--- src/rtl/p3a_pkg.sv ---
package p3a_pkg;
  localparam int unsigned IW = 32;
  localparam logic [1:0] CLS_ALU = 2'b10;
  localparam logic [5:0] OPC_ADD = 6'b000000;

  typedef struct packed {
    logic       is_add;
    logic [4:0] rd;
    logic [4:0] rs1;
    logic [4:0] rs2;
  } dec_t;

  function automatic dec_t decode_word(input logic [IW-1:0] w);
    dec_t d;
    d.rd     = w[29:25];
    d.rs1    = w[18:14];
    d.rs2    = w[4:0];
    d.is_add = (w[31:30] == CLS_ALU) && (w[24:19] == OPC_ADD) && !w[13];
    return d;
  endfunction
endpackage

--- src/rtl/p3a_imem.sv ---
module p3a_imem #(
  parameter int unsigned DEPTH = 64,
  parameter int unsigned IW    = 32,
  localparam int unsigned AW   = $clog2(DEPTH)
) (
  input  logic          clk,
  input  logic          we,
  input  logic [AW-1:0] waddr,
  input  logic [IW-1:0] wdata,
  input  logic [AW-1:0] raddr,
  output logic [IW-1:0] rdata
);
  logic [IW-1:0] mem [DEPTH];

  always_ff @(posedge clk) begin
    if (we) mem[waddr] <= wdata;
  end

  assign rdata = mem[raddr];
endmodule

--- src/rtl/p3a_regfile.sv ---
module p3a_regfile #(
  parameter int unsigned NREG = 32,
  parameter int unsigned DW   = 32,
  localparam int unsigned RW  = $clog2(NREG)
) (
  input  logic          clk,
  input  logic          rst_n,
  input  logic          wr_en,
  input  logic [RW-1:0] wr_idx,
  input  logic [DW-1:0] wr_val,
  input  logic          pre_en,
  input  logic [RW-1:0] pre_idx,
  input  logic [DW-1:0] pre_val,
  input  logic [RW-1:0] rd_idx_a,
  input  logic [RW-1:0] rd_idx_b,
  output logic [DW-1:0] rd_val_a,
  output logic [DW-1:0] rd_val_b
);
  logic [DW-1:0] regs [NREG];

  always_ff @(posedge clk) begin
    for (int i = 0; i < int'(NREG); i++) begin
      if (!rst_n)                             regs[i] <= '0;
      else if (wr_en && wr_idx == RW'(i))     regs[i] <= wr_val;
      else if (pre_en && pre_idx == RW'(i))   regs[i] <= pre_val;
    end
  end

  assign rd_val_a = regs[rd_idx_a];
  assign rd_val_b = regs[rd_idx_b];
endmodule

--- src/rtl/p3a_hazard.sv ---
module p3a_hazard #(
  parameter bit          FWD = 1'b1,
  parameter int unsigned RW  = 5
) (
  input  logic          id_add,
  input  logic [RW-1:0] rs_a,
  input  logic [RW-1:0] rs_b,
  input  logic          ex_live,
  input  logic [RW-1:0] ex_dst,
  output logic          raw_a,
  output logic          raw_b,
  output logic          fwd_a,
  output logic          fwd_b,
  output logic          stall
);
  assign raw_a = id_add && ex_live && (rs_a == ex_dst);
  assign raw_b = id_add && ex_live && (rs_b == ex_dst);

  generate
    if (FWD) begin : g_forward
      assign fwd_a = raw_a;
      assign fwd_b = raw_b;
      assign stall = 1'b0;
    end else begin : g_bubble
      assign fwd_a = 1'b0;
      assign fwd_b = 1'b0;
      assign stall = raw_a | raw_b;
    end
  endgenerate
endmodule

--- src/rtl/pipe3_add_core.sv ---
module pipe3_add_core #(
  parameter int unsigned NREG       = 32,
  parameter int unsigned DW         = 32,
  parameter int unsigned IMEM_DEPTH = 64,
  parameter bit          FWD_MODE   = 1'b1,
  localparam int unsigned RW        = $clog2(NREG),
  localparam int unsigned IAW       = $clog2(IMEM_DEPTH)
) (
  input  logic                    clk,
  input  logic                    rst_n,
  input  logic                    imem_we,
  input  logic [IAW-1:0]          imem_waddr,
  input  logic [p3a_pkg::IW-1:0]  imem_wdata,
  input  logic                    rf_pre_we,
  input  logic [RW-1:0]           rf_pre_idx,
  input  logic [DW-1:0]           rf_pre_data,
  output logic [31:0]             pc_o,
  output logic                    wb_valid,
  output logic [RW-1:0]           wb_rd,
  output logic [DW-1:0]           wb_data
);
  function automatic logic [DW-1:0] add_wrap(input logic [DW-1:0] a, input logic [DW-1:0] b);
    return a + b;
  endfunction

  // stage 1: fetch
  logic [31:0]             pc_q;
  logic [p3a_pkg::IW-1:0]  if_word;
  logic                    id_valid;
  logic [p3a_pkg::IW-1:0]  id_word;

  // stage 2: decode / operand select
  p3a_pkg::dec_t           dec;
  logic                    id_add;
  logic [DW-1:0]           rf_a, rf_b, op_a, op_b;
  logic                    raw_a, raw_b, raw_any, fwd_a, fwd_b, fwd_any, stall;

  // stage 3: execute / write-back
  logic                    ex_valid;
  logic [RW-1:0]           ex_rd;
  logic [DW-1:0]           ex_a, ex_b, ex_sum;

  p3a_imem #(.DEPTH(IMEM_DEPTH), .IW(p3a_pkg::IW)) u_imem (
    .clk(clk), .we(imem_we), .waddr(imem_waddr), .wdata(imem_wdata),
    .raddr(pc_q[IAW+1:2]), .rdata(if_word)
  );

  always_ff @(posedge clk) begin
    if (!rst_n) begin
      pc_q     <= '0;
      id_valid <= 1'b0;
      id_word  <= '0;
    end else if (!stall) begin
      pc_q     <= pc_q + 32'd4;
      id_valid <= 1'b1;
      id_word  <= if_word;
    end
  end

  assign dec    = p3a_pkg::decode_word(id_word);
  assign id_add = id_valid && dec.is_add;

  p3a_regfile #(.NREG(NREG), .DW(DW)) u_rf (
    .clk(clk), .rst_n(rst_n),
    .wr_en(ex_valid), .wr_idx(ex_rd), .wr_val(ex_sum),
    .pre_en(rf_pre_we), .pre_idx(rf_pre_idx), .pre_val(rf_pre_data),
    .rd_idx_a(dec.rs1[RW-1:0]), .rd_idx_b(dec.rs2[RW-1:0]),
    .rd_val_a(rf_a), .rd_val_b(rf_b)
  );

  p3a_hazard #(.FWD(FWD_MODE), .RW(RW)) u_haz (
    .id_add(id_add), .rs_a(dec.rs1[RW-1:0]), .rs_b(dec.rs2[RW-1:0]),
    .ex_live(ex_valid), .ex_dst(ex_rd),
    .raw_a(raw_a), .raw_b(raw_b), .fwd_a(fwd_a), .fwd_b(fwd_b), .stall(stall)
  );

  assign raw_any = raw_a | raw_b;
  assign fwd_any = fwd_a | fwd_b;
  assign op_a    = fwd_a ? ex_sum : rf_a;
  assign op_b    = fwd_b ? ex_sum : rf_b;

  always_ff @(posedge clk) begin
    if (!rst_n) begin
      ex_valid <= 1'b0;
      ex_rd    <= '0;
      ex_a     <= '0;
      ex_b     <= '0;
    end else begin
      ex_valid <= id_add && !stall;
      ex_rd    <= dec.rd[RW-1:0];
      ex_a     <= op_a;
      ex_b     <= op_b;
    end
  end

  assign ex_sum   = add_wrap(ex_a, ex_b);
  assign pc_o     = pc_q;
  assign wb_valid = ex_valid;
  assign wb_rd    = ex_rd;
  assign wb_data  = ex_sum;
endmodule

--- config.mk ---
export PLATFORM = sky130hd
export DESIGN_NAME = pipe3_add_core
export DESIGN_NICKNAME = d
export VERILOG_FILES = /design/src/rtl/p3a_pkg.sv /design/src/rtl/p3a_imem.sv /design/src/rtl/p3a_regfile.sv /design/src/rtl/p3a_hazard.sv /design/src/rtl/pipe3_add_core.sv
export SDC_FILE = /design/constraint.sdc
export NUM_CORES = 2
export LEC_CHECK = 0
export BUFFER_PORTS_ARGS = -buffer_cell sky130_fd_sc_hd__buf_2
export CAP_MARGIN = 0
export CORE_MARGIN = 1.5
export CORE_UTILIZATION = 40
export CTS_BUF_LIST = sky130_fd_sc_hd__clkbuf_2 sky130_fd_sc_hd__clkbuf_4 sky130_fd_sc_hd__clkbuf_8
export DETAILED_ROUTE_END_ITERATION = 6
export GPL_TIMING_DRIVEN = 0
export HOLD_SLACK_MARGIN = 0.05
export MAX_ROUTING_LAYER = met4
export PLACE_DENSITY = 0.51
export SLEW_MARGIN = 5
export SYNTH_ARGS = -nofsm -noshare
export SYNTH_HDL_FRONTEND = slang
export SYNTH_HIERARCHICAL = 1
export SYNTH_SLANG_ARGS = --single-unit
--- constraint.sdc ---
create_clock -name clk -period 4.6 [get_ports clk]
set_input_delay 0.23 -clock clk [delete_from_list [all_inputs] [get_ports clk]]
set_output_delay 0.23 -clock clk [all_outputs]
set_load 0.005 [all_outputs]
==> out/results.ini <==
[worst_setup_path]
crit_chain = nor2b_1 > buf_2 > clkbuf_1 > buf_1 > a21oi_1 > nand3_1 > nand3_1 > o21ai_0 > a21oi_1
crit_slowest_cell = clkbuf_1
worst-endpoint-arrival_ns = 5.54
end_kind = register
max_stage_delay_ns = 0.89
worstPathBufferInverterCount = 3
crit_fanout = 10
crit_family = buffers and inverters
crit_required_ns = 5.50
crit_type = reg2reg
start_kind = register

[floorplan]
rows = 205
die_y_um = 564
die_w_um = 564
initial_core_util = 0.402
die-area_um2 = 318000
core-area_um2 = 312000
ios = 149

[final_layout]
final_common_cell = edfxtp_1
final_net_count = 9274
drive_gt1_frac = 0.211
area_delta_synth_final_pct = 15.7
layout_common_cells = 2560 x edfxtp_1, 1149 x mux2i_1, 1124 x a22o_1

[global_route]
grt_max_degree = 65
overflow = 0
grt_first_pass_wirelength_mm = 683
grt_use_total = 0.322
grt_pass1_vias = 85600
antenna_found_initial = 28

[power]
powerDensity_nw_per_um2 = 404
peakVddDrop_mv = 0.294
leakage_nw = 48.2
power_mw = 58.8

[clocking]
cts_buffer_depth = 4
htree_levels = 5
cts.clk_slew.worst_paths_ns = 0.06
cts_root_buffer = clkbuf_8
clock_sinks = 2685
cts_tree = built
clk_latency_ns = 1.12
numCtsBuffers = 459

[timing]
finalSetupViolCount = 1
max_clock_freq_mhz = 216
tns_ns = -0.0373
rsz0062_at_grt = false
slew_headroom = 0.0176
worst_pin_slew_ns = 1.46
hold_viol_final = 0
clock_skew_ns = 0.0831
min_period_over_period = 1.01
slew_viol_final = 0
holdWs_ns = 0.162
fin_ws_ns = -0.0373
min_period_ns = 4.64

[yosys]
syn-cell-area_um2 = 126000
syn_inst = 8354
syn_avg_cell_area_um2 = 15.1
synth_warnings = 6

[detailed_routing]
drc = 1
final_antenna_net_count = 0
wl_per_cell_um = 36.9
drtIter0Drc = 9382
drt-total-wl_mm = 506
drt_pass1_iterations = 7
routed-via-count = 85100
vias_per_cell = 6.21

[outcome]
outcome = complete, but fails checks
violations = design-rule violations, negative setup slack

[placement]
io_buffer_count = 133
gp_congestion = 0.985
place_hpwl_mm = 380

[job]
drv_cap = 0

[hold_path]
min_path_type = in2reg

## repair_timing
| action | in CTS | in global routing |
|---|---|---|
| buffers inserted | 4 | 0 |
| setup endpoints to repair | 97 | 11 |
| hold buffers | 88 | 0 |
| resized for setup | 25 | 8 |
| pin swaps | 3 | 0 |
| hold endpoints to repair | 2413 | 0 |
## state kept, by name, summed over array words and instances (netlist names)
register / count
wb_rd: 5
id_valid: 1
ex_a: 32
pc_o: 30
u_rf/regs: 1024
ex_b: 32
u_imem/mem: 1536
wb_valid: 1
id_word: 24
## metrics by stage
step	instance area, um^2	instances	utilization	setup WS [ns]
floorplan	126000	8355	-	1.55
global placement	132000	12600	0.421	-0.956
detailed placement	135000	12800	0.432	-0.235
CTS	145000	13700	0.465	-0.000677
global route	145000	13700	0.465	0.0131
finish	145000	13700	0.466	-0.0373
## where the power goes
part / total (mW) / switching [mW] / internal (mW)
clock network: 21.9 / 10.2 / 11.7
logic: 9.09 / 6.48 / 2.61
registers: 27.8 / 0.349 / 27.4
total: 58.8 / 17.1 / 41.7
## worst min-delay path: cells and delay by family
| kind | cells | cell delay, ns |
|---|---|---|
| buf+inv | 2 | 0.76 |
| compound gates | 1 | 0.18 |
## metal layers
| metal | global-route usage | vias to the layer above | part of all wire |
|---|---|---|---|
| li1 | - | 35500 | - |
| met1 | 0.377 | 44300 | 0.37 |
| met2 | 0.534 | 4255 | 0.49 |
| met3 | 0.0555 | 1022 | 0.076 |
| met4 | 0.164 | 0 | 0.057 |
| met5 | - | - | 0 |
## layout make-up
class / instances / area [um^2]
Inverter: 22 / 86.3
Buffer: 902 / 4100
Multi-Input combinational cell: 4743 / 43300
Timing Repair Buffer: 349 / 4260
Antenna cell: 32 / 80.1
Fill cell: 27600 / 167000
Sequential cell: 2685 / 79400
Tap cell: 4140 / 5180
Clock buffer: 635 / 7760
Clock inverter: 196 / 1360
## worst paths after layout
kind,start,to,slack [ns],depth (start not counted)
setup / recovery,id_word[16],ex_a[31],-0.04,9
hold / removal,rf_pre_data[12],u_rf/regs[30][12],0.16,3
setup reg to reg,id_word[16],ex_a[31],-0.04,9
hold reg to reg,id_word[26],wb_rd[1],0.50,1
No activity file was read; power rests on OpenSTA's default activity.
